## config.mk

```make
export PLATFORM = sky130hd
export DESIGN_NAME = rx_addr_cam
export DESIGN_NICKNAME = d
export VERILOG_FILES = /design/src/rtl/rx_addr_cam.sv
export SDC_FILE = /design/constraint.sdc
export NUM_CORES = 2
export LEC_CHECK = 0
export BUFFER_PORTS_ARGS = -buffer_cell sky130_fd_sc_hd__clkbuf_2
export CAP_MARGIN = 20
export CELL_PAD_IN_SITES_DETAIL_PLACEMENT = 2
export CELL_PAD_IN_SITES_GLOBAL_PLACEMENT = 2
export CORE_MARGIN = 4
export CORE_UTILIZATION = 42
export CTS_BUF_LIST = sky130_fd_sc_hd__clkbuf_8
export CTS_CLUSTER_DIAMETER = 80
export DETAILED_ROUTE_END_ITERATION = 8
export PLACE_DENSITY_LB_ADDON = 0.3
export SYNTH_ARGS = -nofsm -noshare
export SYNTH_HDL_FRONTEND = slang
export SYNTH_SLANG_ARGS = --single-unit
```

## constraint.sdc

```tcl
create_clock -name clk -period 2.5 [get_ports clk]
set_input_delay 0.25 -clock clk [delete_from_list [all_inputs] [get_ports clk]]
set_output_delay 0.25 -clock clk [all_outputs]
set_load 0.01 [all_outputs]
```

## src/rtl/rx_addr_cam.sv

```systemverilog
module rx_addr_cam #(
  parameter int ENTRIES = 16,
  parameter int CNT_W   = 5,
  localparam int IDX_W  = $clog2(ENTRIES)
) (
  input  logic               clk,
  input  logic               rst_n,
  input  logic               reset_mode,
  input  logic               cfg_promisc,
  input  logic               cfg_all_mcast,
  input  logic               cfg_bcast,
  input  logic               load_start,
  input  logic [CNT_W-1:0]   load_count,
  input  logic               ld_valid,
  input  logic [15:0]        ld_word,
  output logic               load_busy,
  output logic               load_done,
  output logic [ENTRIES-1:0] enable_mask,
  input  logic               da_valid,
  input  logic [47:0]        da,
  output logic               accept,
  output logic               tag_bcast,
  output logic               tag_mcast,
  input  logic [IDX_W-1:0]   rd_ptr,
  input  logic [1:0]         rd_sel,
  output logic [15:0]        rd_data
);

  logic [47:0]        cam_q [ENTRIES];
  logic [CNT_W-1:0]   remain;
  logic [IDX_W-1:0]   idx;
  logic [1:0]         pos;
  logic [ENTRIES-1:0] hits;

  wire take      = load_busy && ld_valid;
  wire mask_step = (remain == '0);

  always_ff @(posedge clk or negedge rst_n) begin
    if (!rst_n) begin
      for (int i = 0; i < ENTRIES; i++) cam_q[i] <= '0;
      enable_mask <= '0;
      load_busy   <= 1'b0;
      load_done   <= 1'b0;
      remain      <= '0;
      idx         <= '0;
      pos         <= '0;
    end else begin
      load_done <= take && mask_step && (pos == 2'd3);
      if (load_start && !load_busy) begin
        load_busy <= 1'b1;
        remain    <= load_count;
        idx       <= '0;
        pos       <= '0;
      end else if (take) begin
        pos <= pos + 2'd1;
        if (!mask_step) begin
          case (pos)
            2'd1: cam_q[idx][15:0]  <= ld_word;
            2'd2: cam_q[idx][31:16] <= ld_word;
            2'd3: begin
              cam_q[idx][47:32] <= ld_word;
              remain <= remain - 1'b1;
              idx    <= idx + 1'b1;
            end
            default: ;
          endcase
        end else begin
          if (pos == 2'd0) enable_mask <= ld_word[ENTRIES-1:0];
          if (pos == 2'd3) load_busy <= 1'b0;
        end
      end
    end
  end

  for (genvar g = 0; g < ENTRIES; g++) begin : g_cmp
    assign hits[g] = enable_mask[g] && (cam_q[g] == da);
  end

  always_ff @(posedge clk or negedge rst_n) begin
    if (!rst_n) begin
      accept    <= 1'b0;
      tag_bcast <= 1'b0;
      tag_mcast <= 1'b0;
    end else if (da_valid) begin
      tag_bcast <= 1'b0;
      tag_mcast <= 1'b0;
      if (cfg_promisc && !da[0])      accept <= 1'b1;
      else if (cfg_all_mcast && da[0]) begin accept <= 1'b1; tag_mcast <= 1'b1; end
      else if (cfg_bcast && &da)       begin accept <= 1'b1; tag_bcast <= 1'b1; end
      else                             accept <= |hits;
    end
  end

  always_comb begin
    rd_data = '0;
    if (reset_mode) begin
      case (rd_sel)
        2'd0: rd_data = cam_q[rd_ptr][15:0];
        2'd1: rd_data = cam_q[rd_ptr][31:16];
        2'd2: rd_data = cam_q[rd_ptr][47:32];
        default: rd_data = '0;
      endcase
    end
  end

  a_r1_promisc_unicast: assert property (@(posedge clk) disable iff (!rst_n)
    (da_valid && cfg_promisc && !da[0]) |=> (accept && !tag_bcast && !tag_mcast));

  a_r2_all_mcast: assert property (@(posedge clk) disable iff (!rst_n)
    (da_valid && cfg_all_mcast && da[0]) |=> (accept && tag_mcast && !tag_bcast));

  a_r3_broadcast: assert property (@(posedge clk) disable iff (!rst_n)
    (da_valid && cfg_bcast && !cfg_all_mcast && (&da)) |=> (accept && tag_bcast && !tag_mcast));

  a_r4_tag_needs_accept: assert property (@(posedge clk) disable iff (!rst_n)
    (tag_bcast || tag_mcast) |-> (accept && $onehot0({tag_bcast, tag_mcast})));

  a_r9_hold: assert property (@(posedge clk) disable iff (!rst_n)
    !da_valid |=> $stable({accept, tag_bcast, tag_mcast}));

  a_r6_start: assert property (@(posedge clk) disable iff (!rst_n)
    (load_start && !load_busy) |=> load_busy);

  a_r7_done_on_finish: assert property (@(posedge clk) disable iff (!rst_n)
    $fell(load_busy) |-> load_done);

endmodule

```

==> summary.md, run 1 <==
| Metric | Value |
|---|---|
| Root Driver | clkbuf_8 |
| Initial core utilization | 42.4% |
| Global-route wire length before repair | 524000 um |
| H-tree levels | 4 |
| Most area-hungry cell type in the Yosys netlist | dfrtp_1 |
| Post-Synth Adder-Cell Area | less than 1% |
| Yosys Warn Count | 0 |
| Tot GR Track Use | 68.2% |
| Max Root-Sink Buffers | 3 |
| Status | did not finish |
| Asr flop ratio synth | 100% |
| Exit stage | global routing |
| Post-synthesis sequential area ratio | between 40% and 50% |
| Main combinational cell family by area after synthesis | multiplexers |
| Clock sink total | 800 |
| Syn_area_per_cell | 12.6 um2 |
| Synth Area in Simple Gates | 5.81% |
| Synth top cells by count | dfrtp_1, a22o_1, xnor2_1, xor2_1, mux2_2 |
| # IOs | 121 |
| Synth Register Bits | 800 |
| Post-synth EDFFs | 0 |
| Rows | 119 |
| Vias in the first global route | between 50000 and 60000 |
| Synth top area share | 44.8% |
| Post-Syn Instances | 3553 |
| Largest net degree at the start of global routing | 105 |
| Ys flop type | dfrtp_1 |
| First error | [ERROR GRT-0116] Global routing finished with congestion. Check the congestion regions in the DRC Viewer. |
| Placer Congestion | 1.14 |
| Synth Area in Compound Gates | 11.9% |
| Mapped cell area | between 0.04 and 0.05 mm2 |
| Synth Area in XOR/XNOR | 13.7% |
| Library cells used by synthesis | 50 |
| Global route overflow | 57 |
| Port Buffer Count | 120 |
| Die width | 334 um |
| Post-DP HPWL | 220000 um |
| Die Ht | 334 um |
| Multiplexer share of the synthesized area | 19.1% |
| Main area contributors after synthesis | dfrtp_1, mux4_2, a22o_1 |
| Most numerous cell in the Yosys netlist | dfrtp_1 |
| CTS Buf Count | between 150 and 200 |
| Synthesized Nets | 3647 |
## repair_timing
action,4_1_cts
hold buffers,21
endpoints found under the setup margin,754
cloned,43
pin swaps,133
setup buffers,57
gates resized for setup,254
hold endpoints to repair,571
## stage by stage
stage	hold slack [ns]	cells	area (um2)	worst slack, ns	utilization [%]
after floorplan	-0.0456	3553	44700	0.0466	-
after detailed placement	0.217	5786	55600	-0.723	52.7
after CTS	0.0273	6172	61500	-1.00	58.2
after global placement	0.211	5784	55600	-0.640	52.6
## kinds of logic after synthesis
group / after synthesis
AOI/OAI and AO/OA: 632
xor gates and xnor gates: 702
buffers and inverters: 438
muxes: 521
DFF: 800
adders and majority gates: 10
and+or+nand+nor: 450
## metal layers
| layer | GRT usage [%] | overflow |
|---|---|---|
| met1 | 70.6 | 0 |
| met2 | 88.9 | 24 |
| met3 | 44.5 | 0 |
| met4 | 66.9 | 33 |
| met5 | 20.0 | 0 |
==> run 2: changes to the inputs <==
==> config.mk (replaced) <==
export PLATFORM = sky130hd
export DESIGN_NAME = rx_addr_cam
export DESIGN_NICKNAME = d
export VERILOG_FILES = /design/src/rtl/rx_addr_cam.sv
export SDC_FILE = /design/constraint.sdc
export NUM_CORES = 2
export LEC_CHECK = 0
export BUFFER_PORTS_ARGS = -buffer_cell sky130_fd_sc_hd__clkbuf_2
export CAP_MARGIN = 20
export CORE_MARGIN = 4
export CORE_UTILIZATION = 40
export DETAILED_ROUTE_END_ITERATION = 8
export PLACE_DENSITY_LB_ADDON = 0.15
export SYNTH_ARGS = -nofsm -noshare
export SYNTH_HDL_FRONTEND = slang
export SYNTH_SLANG_ARGS = --single-unit
==> constraint.sdc (replaced) <==
create_clock -name clk -period 3.25 [get_ports clk]
set_input_delay 0.325 -clock clk [delete_from_list [all_inputs] [get_ports clk]]
set_output_delay 0.325 -clock clk [all_outputs]
set_load 0.01 [all_outputs]
==> run 2 against run 1 <==
  * The flow now finishes, with violations (setup timing)
  * Synthesized cell count stayed put
  * Synthesized area unchanged
==> summary.md, run 2 <==
| Metric | Value |
|---|---|
| Status | finished, violations left |
| Failing checks | setup timing |
| Yosys Warn Count | 0 |
| Synth top cells by count | dfrtp_1, a22o_1, xnor2_1, xor2_1, mux2_2 |
| Asr flop ratio synth | 100% |
| Mapped cell area | ~0.045 mm2 |
| Sequential share of power | 40.6% |
| Worst-path fanout max | 2 |
| Synth Register Bits | 800 |
| CP required | 2.92 ns |
| Commonest non-fill, non-tap cell in the layout | dfrtp_1 |
| Relative slew slack | 23.2% |
| Global-route wire length before repair | 340000 um |
| Unrepaired setup endpoints after global routing | true |
| Multi-input logic area | 0.0229 mm2 |
| Area of the core | 0.111 mm2 |
| H-tree levels | 3 |
| Layout Cells excl Fill | about 5500 |
| Pre-CTS setup slack | -0.0488 ns |
| Global route overflow | 0 |
| Register area | 0.0201 mm2 |
| Internal Power | 22500 uW |
| Root Driver | clkbuf_16 |
| Hold slack final | 0.0511 ns |
| Fillers | between 10000 and 15000 |
| CTS Buf Count | 93 |
| Worst Hold Class | in -> reg |
| Vias in the first global route | 35600 |
| Rows | ~120 |
| P&R area growth vs syn | 20.2% |
| Total power draw | 34600 uW |
| Die Ht | roughly 340 um |
| Synth top area share | 44.8% |
| Post-synthesis sequential area ratio | between 40% and 50% |
| Worst-Skew Late Latency | roughly 0.72 ns |
| Die width | 342 um |
| Largest delay share family, worst path | multiplexers |
| Most numerous cell in the Yosys netlist | dfrtp_1 |
| Slew @ Worst Pin | 1.15 ns |
| DRT iter0 DRCs | 5900 |
| Min Tclk post-route | roughly 3.5 ns |
| Final Hold Fails | 0 |
| Vias per cell | 6.89 |
| CP endpoint kind | output port |
| NetSw | approximately 12000 uW |
| Most frequent cells in the layout | dfrtp_1, a22o_1, xnor2_1 |
| Clock sink total | 800 |
| Pleak | about 0.024 uW |
| Placer Congestion | 1.10 |
| Syn_area_per_cell | 12.6 um2 |
| Synthesized Nets | around 3600 |
| Port Buffer Count | 120 |
| Setup ws final | -0.227 ns |
| Worst Path Buf+Inv | 2 |
| CP Class | reg -> out |
| CTS clk-pin slew, worst paths | 0.06 ns |
| Ys flop type | dfrtp_1 |
| Power Dens Cells | roughly 640 mW/mm2 |
| Max Root-Sink Buffers | 3 |
| Combinational power share | 25.8% |
| Post-Syn Instances | about 3600 |
| CP startpoint kind | flop |
| # IOs | ~120 |
| Crit-path max cell delay | 0.63 ns |
| Final setup fails | 15 |
| Die ar. | 0.117 mm2 |
| Worst endpoint data arrival time | 3.15 ns |
| TritonCTS clock tree | yes |
| Drt first pass iters | 6 |
| Worst clock skew | 0.0373 ns |
| Library cells used by synthesis | 50 |
| Peak VDD IR | 0.000425 V |
| Tot GR Track Use | between 40% and 50% |
| Share of post-route cells with drive strength above 1 | 33.9% |
| ANT nets after route | 0 |
| Post-DP HPWL | 194000 um |
| DP Cell Count | 5235 |
| Largest net degree at the start of global routing | 105 |
| Via count | 37600 |
| Tcrit/Tclk final | 107% |
| Final WL | 256000 um |
| Peak Freq | 288 MHz |
| Layout Nets | 3968 |
| Final core occ | 48.5% |
| Critical path, cell by cell | mux4_2, mux4_2, mux2i_2, o22ai_2, buf_6, and2_4, buf_6 |
| Initial antenna violation count | 38 |
| Most area-hungry cell type in the Yosys netlist | dfrtp_1 |
| Initial core utilization | ~40% |
| CP max stage cell | mux4_2 |
| Avg WL per Cell | 46.9 um |
| Max-slew violation count | 0 |
| Post-synth EDFFs | 0 |
| Sw Share | 35.0% |
| Max Cap Viol | 0 |
| Drt drc | 0 |
| Main area contributors after synthesis | dfrtp_1, mux4_2, a22o_1 |
| Clock Power Share | between 30% and 40% |
-- run 2: cell counts after synthesis --
Identical to the previous run, type by type.
-- run 2: area by class of cell --
type | instances | share of cell area (%)
antenna | 22 | 0.102
multi-input combinational | 2315 | 42.6
tap | 1488 | 3.46
clock inverter | 42 | 1.08
clock buffer | 130 | 5.15
inverter | 80 | 0.559
timing repair buffer | 584 | 9.68
sequential | 800 | 37.4
-- run 2: final timing paths --
kind                           from  slack [ns]  depth (start not counted)                  to
max                            flop       -0.23                          7         rd_data[15]
max reg2reg                    flop        0.12                         12  accept$_DFFE_PN0P_
min in group asynchronous     rst_n        0.16                          2           async pin
max in group asynchronous     rst_n        2.02                          3           async pin
min                        ld_valid        0.05                          3  pos[1]$_DFFE_PN0P_
min reg2reg                    flop        0.54                          1                flop
-- run 2: metal layers --
| layer | wire length [um] | GRT usage [%] | up-vias |
|---|---|---|---|
| met2 | 104000 | 60.0 | 3124 |
| li1 | - | - | 13900 |
| met5 | 165 | 0 | - |
| met3 | 33800 | 16.5 | 890 |
| met1 | 97400 | 56.9 | 19600 |
| met4 | 21000 | 26.7 | 26 |
-- run 2: power groups by stage --
stage,Sequential (uW),Combinational [uW],Clock [uW]
detailed placement,14000,8480,0
floorplan,12800,4950,0
finish,14100,8930,11600
global route,14100,9170,12000
global placement,14100,8400,0
CTS,13900,8590,11600
-- run 2: repair_timing --
action | in CTS | in global routing
gates cloned | 0 | 0
pin swaps | 3 | 5
hold endpoints to repair | 76 | 0
endpoints found under the setup margin | 15 | 16
hold buffers | 13 | 0
gates resized for setup | 39 | 43
buffers inserted | 10 | 6
-- run 2: cells by family (layout without fill, tap and decap cells) --
kind of cell               after synthesis  in the layout  share of synthesized area (%)
buffers and inverters                  438            836                           4.38
xor gates and xnor gates               702            702                           13.7
DFF                                    800            800                           44.8
adders and majority gates               10             10                          0.280
other                                    0             22                              0
AOI/OAI and AO/OA                      632            632                           11.9
and+or+nand+nor                        450            450                           5.81
muxes                                  521            521                           19.1
-- run 2: tightest hold or removal path, stage by stage --
cell,delay (ns)
clkbuf_2,0.11
nand2_1,0.12
mux2_2,0.16
-- run 2: metrics by stage --
stage	cell area [um2]	TNS (ns)
2_1_floorplan	44700	0
3_3_place_gp	49800	-0.0528
3_5_place_dp	49800	-0.0488
4_1_cts	53500	-1.91
5_1_grt	53700	-2.05
6_report	53800	-1.93
Power figures use the tool's default switching activity.
